$ cat src/rtl/cfg_store_pkg.sv
package cfg_store_pkg;

  typedef enum logic [1:0] {OP_NONE, OP_LOAD, OP_SAVE, OP_ERASE} op_e;

  localparam logic [1:0] REG_CMD  = 2'd0;
  localparam logic [1:0] REG_OFS  = 2'd1;
  localparam logic [1:0] REG_DATA = 2'd2;

  localparam logic [7:0] ERASED_BYTE = 8'hFF;

  typedef struct packed {
    logic        debug_en;
    logic        failsafe_off;
    logic        wdog_en;
    logic        bootmode_drive;
    logic        pwr_inhibit;
    logic [15:0] bootmode;
  } dflt_t;

  // exactly one command bit selects an operation; anything else is rejected
  function automatic op_e decode_cmd(input logic [2:0] bits);
    case (bits)
      3'b001:  return OP_LOAD;
      3'b010:  return OP_SAVE;
      3'b100:  return OP_ERASE;
      default: return OP_NONE;
    endcase
  endfunction

  function automatic dflt_t decode_image(input logic [15:0] flags,
                                         input logic [15:0] bmode);
    dflt_t d;
    d.pwr_inhibit    = flags[0];
    d.bootmode_drive = flags[1];
    d.wdog_en        = flags[2];
    d.failsafe_off   = flags[3];
    d.debug_en       = flags[15];
    d.bootmode       = bmode;
    return d;
  endfunction

endpackage

$ cat src/rtl/cfg_seq.sv
module cfg_seq
  import cfg_store_pkg::*;
#(
  parameter int IMG_BYTES    = 8,
  parameter int CYC_PER_BYTE = 8
) (
  input  logic                         clk,
  input  logic                         rst_n,
  input  logic                         start,
  input  op_e                          op_i,
  output logic                         busy,
  output op_e                          op_q,
  output logic [$clog2(IMG_BYTES)-1:0] idx,
  output logic                         xfer,
  output logic                         last
);
  localparam int IW = $clog2(IMG_BYTES);
  localparam int CW = $clog2(CYC_PER_BYTE);

  logic [CW-1:0] cyc;

  assign xfer = busy && (cyc == CW'(CYC_PER_BYTE - 1));
  assign last = (idx == IW'(IMG_BYTES - 1));

  always_ff @(posedge clk) begin
    if (!rst_n) begin
      busy <= 1'b0;
      op_q <= OP_NONE;
      cyc  <= '0;
      idx  <= '0;
    end else if (!busy) begin
      if (start) begin
        busy <= 1'b1;
        op_q <= op_i;
        cyc  <= '0;
        idx  <= '0;
      end
    end else if (xfer) begin
      cyc <= '0;
      if (last) busy <= 1'b0;
      else      idx  <= idx + 1'b1;
    end else begin
      cyc <= cyc + 1'b1;
    end
  end
endmodule

$ cat src/rtl/cfg_nv_array.sv
module cfg_nv_array
  import cfg_store_pkg::*;
#(
  parameter int IMG_BYTES = 8
) (
  input  logic                         clk,
  input  logic                         rst_n,
  input  logic                         we,
  input  logic [$clog2(IMG_BYTES)-1:0] addr,
  input  logic [7:0]                   wdata,
  output logic [7:0]                   rdata
);
  logic [IMG_BYTES-1:0][7:0] mem_q;

  assign rdata = mem_q[addr];

  always_ff @(posedge clk) begin
    if (!rst_n) begin
      for (int i = 0; i < IMG_BYTES; i++) mem_q[i] <= ERASED_BYTE;
    end else if (we) begin
      mem_q[addr] <= wdata;
    end
  end
endmodule

$ cat src/rtl/cfg_store_ctrl.sv
module cfg_store_ctrl
  import cfg_store_pkg::*;
#(
  parameter int IMG_BYTES    = 8,   // at least 5 for the version-0 layout
  parameter int CYC_PER_BYTE = 8
) (
  input  logic        clk,
  input  logic        rst_n,
  input  logic        reg_wr,
  input  logic [1:0]  reg_addr,
  input  logic [7:0]  reg_wdata,
  output logic [7:0]  reg_rdata,
  output logic        busy,
  output logic        dflt_pwr_inhibit,
  output logic        dflt_bootmode_drive,
  output logic        dflt_wdog_en,
  output logic        dflt_failsafe_off,
  output logic        dflt_debug_en,
  output logic [15:0] dflt_bootmode
);
  localparam int OFS_W = $clog2(IMG_BYTES);

  logic [IMG_BYTES-1:0][7:0] work_q;
  logic [IMG_BYTES-1:0][7:0] ld_img;
  logic [OFS_W-1:0]          ofs_q;
  dflt_t                     dflt_q;

  // named internal events
  op_e              cmd_op, seq_op;
  logic             start_ev, host_ofs_wr, host_data_wr;
  logic             xfer, last, load_step, load_done;
  logic [OFS_W-1:0] seq_idx;
  logic [7:0]       nv_rd, nv_wdata, ld_ver_byte;
  logic             nv_we;

  assign cmd_op       = decode_cmd(reg_wdata[2:0]);
  assign start_ev     = reg_wr && (reg_addr == REG_CMD) && !busy && (cmd_op != OP_NONE);
  assign host_ofs_wr  = reg_wr && (reg_addr == REG_OFS) && !busy;
  assign host_data_wr = reg_wr && (reg_addr == REG_DATA) && !busy;

  cfg_seq #(.IMG_BYTES(IMG_BYTES), .CYC_PER_BYTE(CYC_PER_BYTE)) u_seq (
    .clk(clk), .rst_n(rst_n), .start(start_ev), .op_i(cmd_op),
    .busy(busy), .op_q(seq_op), .idx(seq_idx), .xfer(xfer), .last(last)
  );

  assign nv_we    = xfer && ((seq_op == OP_SAVE) || (seq_op == OP_ERASE));
  assign nv_wdata = (seq_op == OP_ERASE) ? ERASED_BYTE : work_q[seq_idx];

  cfg_nv_array #(.IMG_BYTES(IMG_BYTES)) u_nv (
    .clk(clk), .rst_n(rst_n), .we(nv_we), .addr(seq_idx),
    .wdata(nv_wdata), .rdata(nv_rd)
  );

  assign load_step   = xfer && (seq_op == OP_LOAD);
  assign load_done   = load_step && last;
  assign ld_ver_byte = (seq_idx == '0) ? nv_rd : work_q[0];

  // image as it stands once the final byte lands; unknown layouts fall back
  always_comb begin
    ld_img          = work_q;
    ld_img[seq_idx] = nv_rd;
    if (ld_ver_byte != 8'h00) ld_img = '0;
  end

  always_ff @(posedge clk) begin
    if (!rst_n) begin
      work_q <= '0;
      ofs_q  <= '0;
    end else begin
      if (load_done)         work_q          <= ld_img;
      else if (load_step)    work_q[seq_idx] <= nv_rd;
      else if (host_data_wr) work_q[ofs_q]   <= reg_wdata;
      if (host_ofs_wr) ofs_q <= reg_wdata[OFS_W-1:0];
    end
  end

  always_ff @(posedge clk) begin
    if (!rst_n)         dflt_q <= '0;
    else if (load_done) dflt_q <= decode_image({ld_img[2], ld_img[1]},
                                               {ld_img[4], ld_img[3]});
  end

  always_comb begin
    case (reg_addr)
      REG_CMD:  reg_rdata = {busy, 7'b0};
      REG_OFS:  reg_rdata = 8'(ofs_q);
      REG_DATA: reg_rdata = work_q[ofs_q];
      default:  reg_rdata = 8'h00;
    endcase
  end

  assign dflt_pwr_inhibit    = dflt_q.pwr_inhibit;
  assign dflt_bootmode_drive = dflt_q.bootmode_drive;
  assign dflt_wdog_en        = dflt_q.wdog_en;
  assign dflt_failsafe_off   = dflt_q.failsafe_off;
  assign dflt_debug_en       = dflt_q.debug_en;
  assign dflt_bootmode       = dflt_q.bootmode;
endmodule

$ cat config.mk
export PLATFORM = sky130hd
export DESIGN_NAME = cfg_store_ctrl
export DESIGN_NICKNAME = d
export VERILOG_FILES = /design/src/rtl/cfg_store_pkg.sv /design/src/rtl/cfg_seq.sv /design/src/rtl/cfg_nv_array.sv /design/src/rtl/cfg_store_ctrl.sv
export SDC_FILE = /design/constraint.sdc
export NUM_CORES = 1
export LEC_CHECK = 0
export BUFFER_PORTS_ARGS = -buffer_cell sky130_fd_sc_hd__clkbuf_2
export CORE_UTILIZATION = 55
export CTS_CLUSTER_DIAMETER = 60
export DETAILED_ROUTE_END_ITERATION = 8
export GPL_ROUTABILITY_DRIVEN = 0
export PLACE_DENSITY = 0.78
export SKIP_CTS_REPAIR_TIMING = 1
export SYNTH_ARGS = -nofsm -noshare
export SYNTH_HDL_FRONTEND = slang
export SYNTH_SLANG_ARGS = --single-unit
export TNS_END_PERCENT = 20
$ cat constraint.sdc
create_clock -name clk -period 2.6 [get_ports clk]
set_input_delay 0 -clock clk [delete_from_list [all_inputs] [get_ports clk]]
set_output_delay 0 -clock clk [all_outputs]
set_load 0.03 [all_outputs]
==> Yosys cells after proc, flatten, opt, wreduce, memory -nomap -nowiden <==
Cells that the tools add are included.
{ "totals": {"reg_bits": 161, "inputBits": 13, "out_inout_bits": 30} }
{ "classes": {"n_eq_ne": 12, "n_bitwise": 1, "magnitude_cmp": 4, "n_reduce_logical": 23, "add_sub_neg": 2, "n_mux": 31} }
{ "op_table": {"columns": ["operator", "n"], "rows": [
  ["two-way mux 64 bit", 4],
  ["bitwise mux 64 bit", 3],
  ["binary-select mux 8 bit (select 3 bit)", 3],
  ["two-way mux 8 bit", 7],
  ["demux 8 bit (select 3 bit)", 2],
  ["one-hot mux 8 bit (3 select lines)", 1],
  ["two-way mux 3 bit", 6],
  ["logical AND 1 bit", 13],
  ["equality test 3 bit (second input constant)", 3],
  ["less-than comparator 3 x 4 -> 1 bit (second input constant)", 2],
  ["nonzero test 8 bit", 1],
  ["adder 3 x 1 -> 3 bit (second input constant)", 2],
  ["equality test 2 bit (second input constant)", 3],
  [">= comparator 3 x 1 -> 1 bit (second input constant)", 2],
  ["one-hot mux 2 bit (3 select lines)", 1],
  ["equality test 2 x 1 -> 1 bit (second input constant)", 2],
  ["two-way mux 1 bit", 4],
  ["inequality test 2 bit (second input constant)", 2],
  ["nonzero test 2 bit", 2],
  ["equality test 3 x 1 -> 1 bit (second input constant)", 1],
  ["equality test 3 x 2 -> 1 bit (second input constant)", 1],
  ["zero test 3 bit", 1],
  ["AND reduction 3 bit", 1],
  ["nonzero test 3 bit", 1],
  ["5 further kinds", 5]
]} }

==> Longest topological paths before layout <==
{ "logic_depth": {"ltp_word": 8, "depth_mapped": 13} }

==> Cells and area by module <==
Synthesis repeated with hierarchy kept, for this count alone.
{ "unflattened": {"cells_unflattened": 1074, "hier_area_um2": 9975.8} }
{ "modules_own_cells": {"columns": ["mod", "area_each_um2", "cells_per_inst", "seq_area_each_um2", "n_inst"], "rows": [
  ["cfg_store_ctrl", 6618.8, 723, 1761.7, 1],
  ["cfg_nv_array", 2924.1, 308, 1281.2, 1],
  ["cfg_seq", 432.9, 43, 180.2, 1]
]} }

==> Worst setup path after synthesis <==
No wires, ideal clock.
{ "synth_path": {"path_kind": "register to register", "from": "register u_seq.idx[0]", "to": "register work_q[23] in the netlist's numbering", "path_slack_ns": -0.109, "setup_ns": 0.087, "arrival_ns": 2.622, "path_stages_with_launch": 14, "path_cell_list": "dfxtp_1 -> buf_4 -> buf_4 -> buf_6 -> buf_6 -> inv_1 -> ha_1 -> nand2b_1 -> a21o_1 -> a2111o_1 -> o31ai_4 -> nand2_4 -> buf_6 -> o31ai_1"} }
{ "synth_between": {"elab_chain_cells": 7} }
{ "synth_rtl": {"columns": ["element", "line_no", "source"], "rows": [
  ["from (decl)", "cfg_seq.sv:13", "output logic [$clog2(IMG_BYTES)-1:0] idx,"],
  ["from (signal assigned)", "cfg_seq.sv:41", "else idx <= idx + 1'b1;"],
  ["less-than comparator 3 x 4 -> 1 bit (implied by the code) / >= comparator 3 x 1 -> 1 bit (equally long branches)", "cfg_store_ctrl.sv:61, cfg_store_ctrl.sv:71", null],
  ["logical AND 1 bit (implied by the code)", "cfg_store_ctrl.sv:61, cfg_store_ctrl.sv:71", null],
  ["two-way mux 8 bit (implied by the code)", "cfg_store_ctrl.sv:61, cfg_store_ctrl.sv:71", null],
  ["demux 8 bit (select 3 bit)", "cfg_store_ctrl.sv:61, cfg_store_ctrl.sv:71", null],
  ["bitwise mux 64 bit", "cfg_store_ctrl.sv:61, cfg_store_ctrl.sv:71", null],
  ["two-way mux 64 bit, on equally long branches", "cfg_store_ctrl.sv:71, cfg_store_ctrl.sv:62", null],
  ["two-way mux 64 bit", "cfg_store_ctrl.sv:70", "if (load_done) work_q <= ld_img;"],
  ["to (signal assigned)", "cfg_store_ctrl.sv:70", null],
  ["to (signal, indexed assignment)", "cfg_store_ctrl.sv:71", "else if (load_step) work_q[seq_idx] <= nv_rd;"],
  ["to (signal, indexed assignment)", "cfg_store_ctrl.sv:72", "else if (host_data_wr) work_q[ofs_q] <= reg_wdata;"],
  ["to (decl)", "cfg_store_ctrl.sv:23", "logic [IMG_BYTES-1:0][7:0] work_q;"]
]} }
Several ways; a longest one is shown, not always the timed one. The select of a mux whose other input is x is not followed.
A chain may end at the register's enable or synchronous reset.

==> Worst setup path in the final report <==
{ "layout_path": {"from": "register u_seq.idx[0]", "to": "register work_q[6] in the netlist's numbering"} }
Same word-level chain as after synthesis.

==> metrics.txt <==
worst slew pin tran=643 ps; fin nets=1141; Post-Synth Simple-Gate Area=16.2%; Post-synth ARST share=0%; outcome=finished, final reports clean; max-cap check violation count=0; H-tree level count=4; IO Pins=43; worst setup path class=flip-flop to flip-flop; DRC viols=0; worst-skew pair later-pin latency=440 ps; cell taking the most area after synthesis=dfxtp_1; max frequency=396 MHz; Num CTS Buffers=17; CORE AREA=0.0161 mm^2; Tcrit/Tclk final=97.0%; PD cells=523 mW/mm^2; Die Width=131 um; n_diodes=0; commonest cells in the netlist=nand2_1, dfxtp_1, clkbuf_1, o211ai_1, nor2_1; die area=0.0172 mm^2; final total power=5.48 mW; count leader, synth=nand2_1; clock root buffer master=clkbuf_16; Synth Instances=1093; number of setup violations in the final report=0; Cell Rows=46; WL per Instance=23.7 um; mapped cell area=0.00915 mm^2; Post-Synth Adder-Cell Area=0.684%; DR iter-0 viols=1479; dpl hpwl=22200 um; routed wire length=32000 um; Initial Utilization=57.0%; Clk pin slew, worst setup/hold paths=70 ps; Compound-Gate Fraction of Synth Area=29.2%; Final Instance Area=0.0105 mm^2; Fillers=1332; vias per std cell=6.95; Clock Path Buffers=2; CP endpoint kind=flip-flop; share of layout cells above drive strength 1=18.5%; Synth Register Bits=161; share of the synthesized area in the top cell type=35.2%; placed cell area=0.00979 mm^2; prevailing post-synth register cell=dfxtp_1; largest family of logic cells by synthesized area=compound AO/OA/AOI/OAI gates; Distinct cells, synth=63; HP Class=input pin to flip-flop; global-route wire length before repair=48200 um; CTS tree=yes; gr usage total=38.0%; Peak VDD IR=569 uV; CTS Sinks=161; crit start category=flip-flop; Final Hold Vio Count=0; critical path fanouts, max=32; Finished Core Util=65.2%; Leak=4.19 nW; initial antenna violation count=0; largest net degree at the start of global routing=76; relative slew slack=57.1%; fin crit period=2520 ps; Slew Limit Fails=0; vias in the first global route=8267; sequential area share after synthesis=35.2%; Min Hold Slack=19.6 ps; DRT Pass-1 Iters=9; mean post-synth cell area=8.37 um^2; Post-synth EDFFs=0; grt ovf=0; Synth area leaders=dfxtp_1, mux2i_1, nand2_1, o211ai_1, o22a_1; # port buffers=42; clk_skew=11.3 ps; Syn Nets=1111; Critical Path RT=2950 ps; multiplexer share of the synthesized area=12.9%; Antenna Nets Post-Route=0; Worst Path Arrival=2870 ps; post-synthesis xor/xnor area fraction=0.287%; DR vias=9391; Die Height=131 um; Area Growth Syn to Fin=14.4%; Warnings, synthesis=0
-- sequential cells by signal (all words and copies together) (netlist names) --
| name | count |
|---|---|
| dflt_failsafe_off | 1 |
| u_seq.op_q | 2 |
| work_q | 64 |
| ofs_q | 3 |
| dflt_bootmode_drive | 1 |
| dflt_bootmode | 16 |
| dflt_debug_en | 1 |
| u_seq.cyc | 3 |
| dflt_wdog_en | 1 |
| u_nv.mem_q | 64 |
| dflt_pwr_inhibit | 1 |
| u_seq.busy | 1 |
| u_seq.idx | 3 |
-- logic make-up after synthesis --
logic type | count (synthesis)
AOI/OAI and AO/OA | 382
xor gates and xnor gates | 3
adders and majority gates | 5
buffers and inverters | 119
DFF | 161
muxes | 98
and+or+nand+nor | 325
-- layout make-up --
class	count	area [um^2]	area share, %
Clock inverter	14	189	1.80
Sequential cell	161	3230	30.9
Multi-Input combinational cell	813	5470	52.3
Inverter	16	60.1	0.574
Tap cell	216	270	2.58
Timing Repair Buffer	114	818	7.82
Clock buffer	18	429	4.10
-- cell usage in the layout, fill, tap and decap left out, types with 5 or more instances in the layout --
cell,synthesis,layout
o21ai_0,59,59
mux4_2,13,13
o221ai_1,20,20
o21bai_1,7,7
a22o_1,7,7
o31ai_2,1,8
clkbuf_2,0,41
buf_4,2,65
nand2b_1,5,5
inv_1,15,14
o31ai_1,29,22
ha_1,5,5
nor3_1,8,8
nand2_1,162,161
mux2_2,23,23
nand4_1,8,8
clkbuf_16,0,17
a221oi_1,8,7
and2_1,9,9
nor2_1,62,61
mux2i_1,61,61
o211ai_1,68,68
a21oi_1,58,58
nor3b_1,7,6
o22ai_1,39,39
o22a_1,35,35
a22oi_1,23,23
a211oi_1,5,5
dfxtp_1,161,157
nand3_1,21,21
nand3b_1,6,6
nor2b_1,14,14
inv_6,0,5
-- power by group --
group / leakage, nW / switching, mW / internal, mW
clock network: 0.296 / 1.13 / 1.54
logic: 2.59 / 0.210 / 0.0916
registers: 1.30 / 0.0216 / 2.47
total: 4.19 / 1.37 / 4.11
-- per-stage QoR --
step / instances / TNS (ps) / setup slack (ps)
floorplan: 1093 / 0 / 5.28
global placement: 1320 / 0 / 150
detailed placement: 1320 / 0 / 47.5
CTS: 1352 / 0 / 20.9
global route: 1352 / -21.4 / -21.4
finish: 1352 / 0 / 77.1
-- worst max-delay path, stage by stage, from the launching register on --
cell and delay, ps:
dfxtp_4 370, mux4_2 510, mux2_4 300, a2111o_1 390, o31ai_4 280, nand2_4 120, buf_12 200, o31ai_2 270
-- per-layer routing --
| layer | vias to the layer above | wire length [um] | GRT usage, % |
|---|---|---|---|
| met5 | - | 0 | 0 |
| met4 | 0 | 1900 | 20.9 |
| met3 | 155 | 4640 | 13.8 |
| met2 | 738 | 13300 | 54.8 |
| met1 | 4327 | 12200 | 49.2 |
| li1 | 4171 | - | - |
-- worst paths after layout --
path	startpoint	end	slack [ps]	cells after the start
setup / recovery	u_seq.idx[0]$_SDFFE_PN0P_	work_q[6]$_SDFFE_PN0P_	80	7
hold / removal	rst_n	u_nv.mem_q[56]$_SDFFE_PN1P_	20	2
setup reg to reg	u_seq.idx[0]$_SDFFE_PN0P_	work_q[6]$_SDFFE_PN0P_	80	7
hold reg to reg	dflt_debug_en$_SDFFE_PN0P_	dflt_debug_en$_SDFFE_PN0P_	460	2
(Power assumes the default switching activity.)
